[src/rtl/sprint_gov_pkg.sv]
package sprint_gov_pkg;

   typedef enum logic [1:0] {
      GS_IDLE    = 2'd0,
      GS_SUSTAIN = 2'd1,
      GS_SPRINT  = 2'd2,
      GS_REST    = 2'd3
   } gov_state_t;

   // schedule bit positions inside mode_sel
   localparam int MS_KIND  = 0;
   localparam int MS_CYCLE = 1;

endpackage

[src/rtl/sg_phase_timer.sv]
module sg_phase_timer #(
   parameter int TICK_DIV = 4,
   parameter int DUR_W    = 8
) (
   input  logic             clk,
   input  logic             rst,
   input  logic             restart,
   input  logic [DUR_W-1:0] len,
   output logic             done
);
   logic             tick;
   logic [DUR_W-1:0] tick_cnt;

   generate
      if (TICK_DIV == 1) begin : g_nodiv
         assign tick = 1'b1;
      end else begin : g_div
         localparam int DIV_W = $clog2(TICK_DIV);
         localparam logic [DIV_W-1:0] DIV_LAST = DIV_W'(TICK_DIV - 1);
         logic [DIV_W-1:0] div_cnt;
         always_ff @(posedge clk) begin
            if (rst || restart)          div_cnt <= '0;
            else if (div_cnt == DIV_LAST) div_cnt <= '0;
            else                          div_cnt <= div_cnt + 1'b1;
         end
         assign tick = (div_cnt == DIV_LAST);
      end
   endgenerate

   always_ff @(posedge clk) begin
      if (rst || restart) tick_cnt <= '0;
      else if (tick)      tick_cnt <= tick_cnt + 1'b1;
   end

   // phase ends on the tick that completes len ticks (len 0 acts as 1)
   assign done = tick && (({1'b0, tick_cnt} + 1'b1) >= {1'b0, len});

endmodule

[src/rtl/sg_duty_check.sv]
module sg_duty_check #(
   parameter int DUR_W = 8,
   parameter int PWR_W = 8
) (
   input  logic             clk,
   input  logic             rst,
   input  logic [DUR_W-1:0] run_len,
   input  logic [DUR_W-1:0] rest_len,
   input  logic [PWR_W-1:0] p_sus,
   input  logic [PWR_W-1:0] p_idle,
   input  logic [PWR_W-1:0] p_run,
   output logic             bad
);
   localparam int PROD_W = DUR_W + 1 + PWR_W;

   logic              order_ok;
   logic [PWR_W-1:0]  run_head;
   logic [PWR_W-1:0]  sus_head;
   logic [DUR_W:0]    period;
   logic [PROD_W-1:0] lhs;
   logic [PROD_W-1:0] rhs;

   always_comb begin
      order_ok = (p_sus > p_idle) && (p_run > p_sus);
      run_head = p_run - p_idle;
      sus_head = p_sus - p_idle;
      period   = {1'b0, run_len} + {1'b0, rest_len};
      lhs      = PROD_W'(run_len) * PROD_W'(run_head);
      rhs      = PROD_W'(period)  * PROD_W'(sus_head);
   end

   always_ff @(posedge clk) begin
      if (rst) bad <= 1'b0;
      else     bad <= !(order_ok && (lhs <= rhs));
   end

endmodule

[src/rtl/sg_gov_fsm.sv]
module sg_gov_fsm
   import sprint_gov_pkg::*;
#(
   parameter int N_CORES = 4
) (
   input  logic               clk,
   input  logic               rst,
   input  logic               work_pending,
   input  logic               task_done,
   input  logic               hot,
   input  logic               cool,
   input  logic [1:0]         mode_sel,
   input  logic               cfg_bad,
   input  logic               phase_done,
   output logic               restart,
   output logic               kind_q,
   output logic               in_sprint,
   output logic [N_CORES-1:0] core_mask,
   output logic               freq_hi
);
   localparam logic [N_CORES-1:0] MASK_ALL = '1;
   localparam logic [N_CORES-1:0] MASK_ONE = N_CORES'(1);

   gov_state_t state, state_nx;
   logic       armed, armed_nx;
   logic       cyc_q, cyc_nx, kind_nx;

   always_comb begin
      state_nx = state;
      kind_nx  = kind_q;
      cyc_nx   = cyc_q;
      unique case (state)
         GS_IDLE: begin
            if (work_pending && !task_done) begin
               kind_nx = mode_sel[MS_KIND];
               cyc_nx  = mode_sel[MS_CYCLE];
               if (armed && !hot && !(mode_sel[MS_CYCLE] && cfg_bad))
                  state_nx = GS_SPRINT;
               else
                  state_nx = GS_SUSTAIN;
            end
         end
         GS_SUSTAIN: if (task_done) state_nx = GS_IDLE;
         GS_SPRINT: begin
            if (task_done)       state_nx = GS_IDLE;
            else if (hot)        state_nx = GS_SUSTAIN;
            else if (phase_done) state_nx = cyc_q ? GS_REST : GS_SUSTAIN;
         end
         GS_REST: begin
            if (task_done)          state_nx = GS_IDLE;
            else if (phase_done) begin
               if (!work_pending)   state_nx = GS_IDLE;
               else if (hot)        state_nx = GS_SUSTAIN;
               else                 state_nx = GS_SPRINT;
            end
         end
         default: state_nx = GS_IDLE;
      endcase

      if (state == GS_SPRINT && hot && !task_done) armed_nx = 1'b0;
      else if (cool)                               armed_nx = 1'b1;
      else                                         armed_nx = armed;
   end

   assign restart   = (state_nx != state);
   assign in_sprint = (state == GS_SPRINT);

   always_ff @(posedge clk) begin
      if (rst) begin
         state     <= GS_IDLE;
         armed     <= 1'b1;
         kind_q    <= 1'b0;
         cyc_q     <= 1'b0;
         core_mask <= '0;
         freq_hi   <= 1'b0;
      end else begin
         state  <= state_nx;
         armed  <= armed_nx;
         kind_q <= kind_nx;
         cyc_q  <= cyc_nx;
         unique case (state_nx)
            GS_SPRINT:  core_mask <= MASK_ALL;
            GS_SUSTAIN: core_mask <= MASK_ONE;
            default:    core_mask <= '0;
         endcase
         freq_hi <= (state_nx == GS_SPRINT) && kind_nx;
      end
   end

endmodule

[src/rtl/sprint_governor.sv]
module sprint_governor #(
   parameter int N_CORES         = 4,
   parameter int TEMP_W          = 8,
   parameter int DUR_W           = 8,
   parameter int PWR_W           = 8,
   parameter int TICK_DIV        = 4,
   parameter int MAX_PAR_TICKS   = 20,
   parameter int MAX_BOOST_TICKS = 3
) (
   input  logic               clk,
   input  logic               rst,
   input  logic               work_pending,
   input  logic               task_done,
   input  logic [TEMP_W-1:0]  temp_code,
   input  logic [TEMP_W-1:0]  temp_max,
   input  logic [TEMP_W-1:0]  temp_rearm,
   input  logic [1:0]         mode_sel,
   input  logic [DUR_W-1:0]   sprint_len,
   input  logic [DUR_W-1:0]   rest_len,
   input  logic [PWR_W-1:0]   p_sustain,
   input  logic [PWR_W-1:0]   p_idle,
   input  logic [PWR_W-1:0]   p_parallel,
   input  logic [PWR_W-1:0]   p_boost,
   output logic [N_CORES-1:0] core_mask,
   output logic               freq_hi,
   output logic               config_error
);
   localparam logic [DUR_W-1:0] CAP_PAR   = DUR_W'(MAX_PAR_TICKS);
   localparam logic [DUR_W-1:0] CAP_BOOST = DUR_W'(MAX_BOOST_TICKS);

   generate
      if (N_CORES < 2) begin : g_bad_cores
         $error("sprint_governor: N_CORES must be at least 2");
      end
      if (TICK_DIV < 1) begin : g_bad_div
         $error("sprint_governor: TICK_DIV must be at least 1");
      end
      if (MAX_PAR_TICKS < 1 || MAX_PAR_TICKS >= (1 << DUR_W) ||
          MAX_BOOST_TICKS < 1 || MAX_BOOST_TICKS >= (1 << DUR_W)) begin : g_bad_cap
         $error("sprint_governor: sprint caps must fit DUR_W and be nonzero");
      end
   endgenerate

   logic             hot, cool;
   logic             restart, kind_q, in_sprint, phase_done;
   logic [DUR_W-1:0] run_clip, cfg_clip, phase_len;

   assign hot  = (temp_code >= temp_max);
   assign cool = (temp_code <  temp_rearm);

   // budget of the sprint in progress (latched type) and of the programmed one
   assign run_clip  = (sprint_len > (kind_q ? CAP_BOOST : CAP_PAR))
                      ? (kind_q ? CAP_BOOST : CAP_PAR) : sprint_len;
   assign cfg_clip  = (sprint_len > (mode_sel[0] ? CAP_BOOST : CAP_PAR))
                      ? (mode_sel[0] ? CAP_BOOST : CAP_PAR) : sprint_len;
   assign phase_len = in_sprint ? run_clip : rest_len;

   sg_phase_timer #(.TICK_DIV(TICK_DIV), .DUR_W(DUR_W)) u_timer (
      .clk     (clk),
      .rst     (rst),
      .restart (restart),
      .len     (phase_len),
      .done    (phase_done)
   );

   sg_duty_check #(.DUR_W(DUR_W), .PWR_W(PWR_W)) u_duty (
      .clk      (clk),
      .rst      (rst),
      .run_len  (cfg_clip),
      .rest_len (rest_len),
      .p_sus    (p_sustain),
      .p_idle   (p_idle),
      .p_run    (mode_sel[0] ? p_boost : p_parallel),
      .bad      (config_error)
   );

   sg_gov_fsm #(.N_CORES(N_CORES)) u_fsm (
      .clk          (clk),
      .rst          (rst),
      .work_pending (work_pending),
      .task_done    (task_done),
      .hot          (hot),
      .cool         (cool),
      .mode_sel     (mode_sel),
      .cfg_bad      (config_error),
      .phase_done   (phase_done),
      .restart      (restart),
      .kind_q       (kind_q),
      .in_sprint    (in_sprint),
      .core_mask    (core_mask),
      .freq_hi      (freq_hi)
   );

endmodule

[config.mk]
export PLATFORM = sky130hd
export DESIGN_NAME = sprint_governor
export DESIGN_NICKNAME = d
export VERILOG_FILES = /design/src/rtl/sprint_gov_pkg.sv /design/src/rtl/sg_phase_timer.sv /design/src/rtl/sg_duty_check.sv /design/src/rtl/sg_gov_fsm.sv /design/src/rtl/sprint_governor.sv
export SDC_FILE = /design/constraint.sdc
export NUM_CORES = 1
export LEC_CHECK = 0
export BUFFER_PORTS_ARGS = -buffer_cell sky130_fd_sc_hd__buf_4
export CAP_MARGIN = 15
export CORE_MARGIN = 2
export CORE_UTILIZATION = 56
export CTS_CLUSTER_DIAMETER = 120
export DETAILED_ROUTE_END_ITERATION = 10
export PLACE_DENSITY = 0.9
export SYNTH_ARGS = -nofsm -noshare
export SYNTH_HDL_FRONTEND = slang
export SYNTH_SLANG_ARGS = --single-unit
[constraint.sdc]
create_clock -name clk -period 8.6 [get_ports clk]
set_clock_uncertainty 0.15 [all_clocks]
set_input_delay 1.29 -clock clk [delete_from_list [all_inputs] [get_ports clk]]
set_output_delay 1.29 -clock clk [all_outputs]
set_load 0.1 [all_outputs]
Word-level counts from Yosys, hierarchy flattened. Cells that the tools add are included.

Output and inout bits: 6. Bits in read-only memories: 0. Bits of input ports: 78. RAM bits: 0. Bits in latches: 0. Memories kept: 0. Flip-flop bits (word level): 21.

Add/subtract/negate cells: 6. $mul: 2. $lt $le $gt $ge: 8. Div/mod/pow operators: 0. Bitwise logic cells: 0. Reduce and logical (&&, ||, !) cells: 19. Muxes and demuxes: 23. Eq/ne operators: 7. Shift operators: 0.

Operator list (number): greater-than comparator 8 bit (4); 2-to-1 mux 8 bit (4); 2-to-1 mux 2 bit (11); less-or-equal comparator 16 x 17 -> 1 bit (1); multiplier 9 x 8 -> 17 bit (1); multiplier 8 x 8 -> 16 bit (1); subtractor 8 bit (2); logical AND 1 bit (10); 2-to-1 mux 5 bit (2); adder 8 x 1 -> 9 bit (second input constant) (1); adder 8 x 8 -> 9 bit (1); greater-or-equal comparator 9 x 8 -> 1 bit (1); adder 8 x 1 -> 8 bit (second input constant) (1); == test 2 bit (second input constant) (4); greater-or-equal comparator 8 bit (1); less-than comparator 8 bit (1); one-hot mux 2 bit (4 select lines) (1); one-hot mux 4 bit (2 select lines) (1); == test 2 x 1 -> 1 bit (second input constant) (2); zero test 1 bit (4); 2-to-1 mux 1 bit (4); adder 2 x 1 -> 2 bit (second input constant) (1); zero test 2 bit (1); inequality test 2 bit (1); 4 further kinds (4).

Longest topological paths before layout. Gate-level depths: netlist (run 1).

Depth after elaboration: 13. Gate-level depth with buffers: 38.

Cells and area by module. Synthesis (run 1) repeated with hierarchy kept, for this count alone.

Cells, all modules: 983. Area, all modules: 7981.4 sq um.

By module, submodules not included: sg_duty_check (instances 1, cells each 735, area each 5949.5 sq um, seq. area each 20.0 sq um); sprint_governor (instances 1, cells each 113, area each 874.6 sq um, seq. area each 0.0 sq um); sg_phase_timer (instances 1, cells each 82, area each 695.7 sq um, seq. area each 200.2 sq um); sg_gov_fsm (instances 1, cells each 53, area each 461.7 sq um, seq. area each 160.2 sq um).

Worst setup path after synthesis (run 1). No wires, ideal clock.

Kind: input port to flip-flop. Start: input mode_sel[0]. End: register u_duty.bad. Data required time: 8.319 ns. Arrival time: 9.017 ns. Stages: 38. Setup time: 0.131 ns. Setup slack: -0.698 ns. Cells stage by stage: inv_1 ha_1 nor2b_1 o21ai_0 nand2_1 a21oi_1 o21ai_1 mux2i_1 inv_1 ha_1 fa_1 a21o_1 a21oi_1 o21bai_1 a21oi_1 nor2_1 a211oi_1 nor2_1 [... 2 more ...] fa_1 inv_1 fa_1 inv_1 ha_1 a2111o_1 o21bai_1 a41oi_1 o21ai_0 a21oi_1 xor2_1 ha_1 and3_1 nand3_1 nor4_1 nor3_1 nand2_1 o22ai_1.

Longest elaborated chain between the ends: 8. Elaborated cells between the ends (all ways): 13.

Ends and longest elaborated chain: start: declaration (line sprint_governor.sv:17) `input logic [1:0] mode_sel,`; 2-to-1 mux 5 bit (line sprint_governor.sv:54, sprint_governor.sv:55); greater-than comparator 8 bit (line sprint_governor.sv:54) `assign cfg_clip = (sprint_len > (mode_sel[0] ? CAP_BOOST : CAP_PAR))`; 2-to-1 mux 8 bit (line sprint_governor.sv:55) `? (mode_sel[0] ? CAP_BOOST : CAP_PAR) : sprint_len;`; adder 8 x 8 -> 9 bit (line sg_duty_check.sv:27) `period = {1'b0, run_len} + {1'b0, rest_len};`; multiplier 9 x 8 -> 17 bit (line sg_duty_check.sv:29) `rhs = PROD_W'(period) * PROD_W'(sus_head);`; less-or-equal comparator 16 x 17 -> 1 bit (line sg_duty_check.sv:34) `else bad <= !(order_ok && (lhs <= rhs));`; logical AND 1 bit * (line sg_duty_check.sv:34); zero test 1 bit * (line sg_duty_check.sv:34); end signal: assignment (line sg_duty_check.sv:34); end: declaration (line sg_duty_check.sv:12) `output logic bad`.

Every way passes the cells marked *; elsewhere a longest branch is shown, timed or not. A chain may end at the register's enable or synchronous reset.

Worst setup path after layout (run 1). Same ends and word-level chain as after synthesis.

==> out/qor.yml, run 1 <==
syn_inst: 904
clock_latency_ps: 250
synth_top_area_share: 0.256
holdPathStages: 2
dp_slack_ps: -215
diodes: 0
ys_seq_area_frac: 0.0506
finalCritPeriodShare: 1.01
worst_slack_ps: -64.7
wl_per_cell_um: 15.3
grt_max_degree: 21
final-max-slew-violation-count: 0
status: "finished with violations"
clockBufferDepth: 2
post-route-util: 0.689
drc_errors: 0
cts_root_buf: "clkbuf_16"
routed_wl_um: 18800
cts_tree: "yes"
antenna_left: 0
row_count: 42
pin_count: 84
htreeDepth: 1
clk_pin_slew_worst_paths_ps: 60
finalNetCount: 1366
multiInputGateArea_um2: 6810
dr.pass1.iters: 5
maxCapViolCount: 0
num_vias: 6804
die_w_um: 120
seqCellArea_um2: 380
synth_ff_type: "dfxtp_1"
end_kind: "register"
ys_seq_elements: 19
rsz0062_at_grt: "true"
layout-area-overhead-vs-synth_pct: 20.7
cp_max_fo: 6
synthTopCellsByArea: "ha_1, fa_1, inv_1, nor2_1, dfxtp_1"
fillers: 976
crit_type: "in2reg"
viasPerCell: 5.54
dr_wl_met3_um: 1200
syn_area_per_cell_um2: 8.32
min_path_type: "reg2reg"
highest_layer: "met4"
ctsHoldBuffers: 0
cts_buffers: 3
initialDrtViolationCount: 374
yosys.area.top_type: "ha_1"
fmax_ghz: 0.115
arrival_ps: 8640
hpwl_um: 15800
rr_worst_depth: 17
synth_edf_count: 0
routabilityCongestion: 0.900
grt_overflow_total: 0
port_buffers: 83
hold_viol: 0
tightestPinTransition_ps: 1320
die-area_um2: 14400
cp.required_ps: 8580
start_kind: "input pin"
synth_cell_type_count: 62
async_flop_share: 0
clock_sinks: 19
syn_area_um2: 7520
core_region_area_um2: 13200
min_period_ps: 8660
yosysWarnings: 0
die_y_um: 120
grt_pass1_vias: 7131
max_stage_delay_ps: 550
setup_viol_count_final: 1
wl_met1_um: 7240
met2_length_um: 9810
crit_path_top_delay_cell: "fa_1"
r2r_setup_slack_ps: 3570
start_util: 0.570
relSlewSlack: 0.117
grt_pass1_wl_um: 31000
failed_checks: "setup timing"
antenna_found_initial: 0
track_usage: 0.261
drive_above_1_share: 0.201
==> metrics by stage <==
step	std cells	hold WS, ps	TNS (ps)	cell area (um^2)
2_1_floorplan	929	311	0	7730
3_3_place_gp	1215	328	-18.5	8800
3_5_place_dp	1215	349	-215	8800
4_1_cts	1219	363	0	8880
5_1_grt	1228	405	-392	9080
6_report	1228	368	-64.7	9080
==> Yosys cell counts, types with 6 or more instances <==
library cell,number
mux2i_1,13
ha_1,154
fa_1,81
nor2b_1,22
or2_2,18
o21ai_0,20
nand2b_1,16
o21bai_1,9
clkbuf_1,6
nor3_1,14
xor2_1,19
dfxtp_1,19
o21a_1,7
nand3_1,12
o211ai_1,7
xnor2_1,36
nand4_1,13
mux2_2,8
inv_1,156
a21o_1,8
a211oi_1,16
nand2_1,48
nor2_1,109
a21oi_1,31
==> layer usage <==
| layer | up-vias | GRT usage |
|---|---|---|
| met2 | 234 | 0.492 |
| li1 | 3262 | - |
| met1 | 3253 | 0.298 |
| met3 | 55 | 0.0433 |
| met5 | - | 0 |
| met4 | 0 | 0.0809 |
==> worst max-delay path, delay by kind of cell <==
kind                       cells  cell delay (ps)
muxes                          1              230
xor gates and xnor gates       2              400
and+or+nand+nor               10             1040
adders and majority gates      8             2840
AOI/OAI and AO/OA             12             1950
buffers and inverters          9              850
==> cell usage in the layout, fill, tap and decap left out, types with 6 or more instances in the layout <==
cell,netlist,routed
xnor2_1,36,35
o21bai_1,9,8
xor2_1,19,17
nand2_1,48,48
conb_1,2,27
or2_2,18,18
inv_1,156,151
o21ai_0,20,17
mux2_2,8,8
o211ai_1,7,7
a21oi_1,31,25
a21oi_2,0,6
nand2b_1,16,16
a211oi_1,16,14
o21a_1,7,7
nor3_1,14,14
nand4_1,13,13
mux2i_1,13,10
dfxtp_1,19,19
fa_1,81,77
nor2_1,109,105
nor2b_1,22,21
ha_1,154,146
nand3_1,12,12
a21o_1,8,8
buf_4,2,129
==> cell families (layout without fill, tap and decap cells) <==
group	Yosys count	count (layout)	share of synthesized area
XOR/XNOR	56	56	0.0670
AND/OR/NAND/NOR	273	273	0.174
adder cells (fa/ha/maj)	235	235	0.472
AO/OA/AOI/OAI	129	129	0.118
other	2	27	0.000998
multiplexers	22	22	0.0311
buffers and inverters	168	291	0.0860
flip-flops	19	19	0.0506
==> state kept, by name, indices dropped and copies added (netlist names) <==
name,flops
u_fsm.core_mask,2
u_timer.g_div.div_cnt,2
u_fsm.armed,1
u_fsm.cyc_q,1
u_fsm.state,2
u_duty.bad,1
u_timer.tick_cnt,8
u_fsm.kind_q,1
u_fsm.freq_hi,1
==> final timing paths <==
| kind | start | end |
|---|---|---|
| max reg2reg | u_fsm.kind_q | u_timer.tick_cnt[6] |
| min reg2reg | u_fsm.cyc_q | u_fsm.cyc_q |
| min | u_fsm.cyc_q | u_fsm.cyc_q |
| max | mode_sel[0] | u_duty.bad |
==> repair_timing <==
action,in CTS,in global routing
resized for setup,0,33
setup buffers,0,9
endpoints found under the setup margin,0,1
==> final cells by class <==
class,count,area share
Clock buffer,4,0.00868
Inverter,156,0.0650
Multi-Input combinational cell,742,0.750
Sequential cell,19,0.0419
Tap cell,176,0.0242
Timing Repair Buffer,131,0.110
Power of run 1 is not shown: default switching activity piles up to over one toggle a cycle in this logic, so the estimate is an artifact.
==> run 2: changes to the inputs <==
--- a/config.mk
+++ b/config.mk
@@ -5,7 +5,8 @@
 export SDC_FILE = /design/constraint.sdc
 export NUM_CORES = 1
 export LEC_CHECK = 0
-export BUFFER_PORTS_ARGS = -buffer_cell sky130_fd_sc_hd__buf_4
+export ABC_CLOCK_PERIOD_IN_PS = 8600
+export BUFFER_PORTS_ARGS = -buffer_cell sky130_fd_sc_hd__clkbuf_2
 export CAP_MARGIN = 15
 export CORE_MARGIN = 2
 export CORE_UTILIZATION = 56
==> run 2 against run 1 <==
The run still ends with setup timing left. Via count shrank 1.2%. Register-to-register slack better by 70 ps. Sequential cell count stayed put. Hold slack lost 2.4 ps. Wire length shrank 6.0%. Critical path type unchanged. Largest cell class unchanged.
==> out/qor.yml, run 2 (synthesis results as in run 1) <==
row_count: 42  # unchanged
grt_max_degree: 21  # unchanged
routabilityCongestion: 0.888  # -1.4%
cts_root_buf: "clkbuf_16"
diodes: 0  # unchanged
grt_pass1_wl_um: 31300  # +1.2%
pin_count: 84  # unchanged
whs_ps: 365  # -2.37 ps
die_w_um: 120  # unchanged
start_util: 0.570  # unchanged
antenna_left: 0  # unchanged
setup_viol_count_final: 1  # unchanged
crit_path_top_delay_cell: "fa_1"
arrival_ps: 8650  # about the same
start_kind: "input pin"
cts_tree: "yes"
clockBufferDepth: 2  # unchanged
top_register: "u_timer.tick_cnt"
track_usage: 0.262  # +0.00119
path_delay_family: "adder cells"
drc_errors: 0  # unchanged
fmax_ghz: 0.115  # -0.12%
min_period_ps: 8680  # +10.7 ps
maxCapViolCount: 0  # unchanged
min_path_type: "reg2reg"
hold_viol: 0  # unchanged
port_buffers: 83  # unchanged
rr_worst_depth: 17  # unchanged
holdPathStages: 2  # unchanged
core_region_area_um2: 13200  # unchanged
clock_sinks: 19  # unchanged
final-max-slew-violation-count: 0  # unchanged
crit_buf_inv: 8  # -1
largest_reg_flops: 8  # unchanged
num_vias: 6724  # -1.2%
htreeDepth: 1  # unchanged
wl_per_cell_um: 14.4  # -5.8%
cp.required_ps: 8570  # about the same
die_y_um: 120  # unchanged
cp_max_fo: 4  # -2
drive_above_1_share: 0.175  # -0.0252
routed_wl_um: 17600  # -6.0%
initialDrtViolationCount: 327  # -13%
finalNetCount: 1363  # -0.22%
mostFrequentLayoutCells: "inv_1, ha_1, nor2_1"
viasPerCell: 5.49  # -0.93%
clk_pin_slew_worst_paths_ps: 60  # about the same
clock_latency_ps: 250  # about the same
finalCritPeriodShare: 1.01  # +0.00124
cts_buffers: 3  # unchanged
status: "finished with violations"
dr.pass1.iters: 5  # unchanged
cp.depth: 39  # -7.1%
rsz0062_at_grt: "true"
die-area_um2: 14400  # unchanged
layout-area-overhead-vs-synth_pct: 16.0
max_stage_delay_ps: 600  # +50 ps
grt_pass1_vias: 7276  # +2.0%
crit_type: "in2reg"
grt_overflow_total: 0  # unchanged
worst_slack_ps: -75.4  # -10.7 ps
tightestPinTransition_ps: 1210  # -112 ps
hpwl_um: 15700  # -0.66%
end_kind: "register"
antenna_found_initial: 0  # unchanged
final_common_cell: "inv_1"
relSlewSlack: 0.191  # +0.0746
ctsHoldBuffers: 0  # unchanged
failed_checks: "setup timing"
[run 2: area by class of cell]
type	instances	area [um^2]
fillers	1013	4470
multi-input cells	742	6710
repair buffers	128	753
flip-flops and latches	19	380
clock buffers	4	78.8
well taps	176	220
inverters	156	586
[run 2: through the flow]
| step | std cells | setup slack (ps) | instance area, um^2 | util | TNS [ps] |
|---|---|---|---|---|---|
| 2_1_floorplan | 929 | 28.6 | 7730 | - | 0 |
| 4_1_cts | 1223 | 10.1 | 8700 | 0.660 | 0 |
| 3_5_place_dp | 1219 | -229 | 8620 | 0.654 | -229 |
| 3_3_place_gp | 1219 | -33.5 | 8620 | 0.654 | -33.5 |
| 5_1_grt | 1225 | -519 | 8720 | 0.661 | -519 |
| 6_report | 1225 | -75.4 | 8720 | 0.661 | -75.4 |
[run 2: worst register-to-register path, cell delays in order, from the launching register on]
cell and delay (ps):
dfxtp_1 490, inv_1 120, ha_1 300, nor2b_1 120, o21ai_0 70, nand2_1 70, a21oi_1 50, o21ai_1 430
mux2i_1 250, o21ai_0 120, ha_1 290, nand2b_1 100, a21o_1 130, a211oi_1 70, o31ai_1 650, nand2_1 190
a222oi_1 970, a211oi_1 220
[run 2: worst paths after layout]
kind,startpoint,to,slack (ps)
setup / recovery,mode_sel[0],u_duty.bad,-80
hold / removal,u_timer.g_div.div_cnt[0],u_timer.g_div.div_cnt[0],370
setup reg to reg,u_fsm.kind_q,u_timer.tick_cnt[7],3640
hold reg to reg,u_timer.g_div.div_cnt[0],u_timer.g_div.div_cnt[0],370
[run 2: layer usage]
metal  vias to the layer above  track usage  wire length [um]
li1                       3262            -                 -
met1                      3156        0.309              6920
met2                       247        0.484              8950
met3                        59       0.0390              1240
met4                         0       0.0846               536
met5                         -            0                 0
[run 2: repair_timing]
action,CTS,global route
buffers inserted,0,2
resized for setup,0,1
setup endpoints to repair,0,1
Power of run 2 is left out for the same reason.
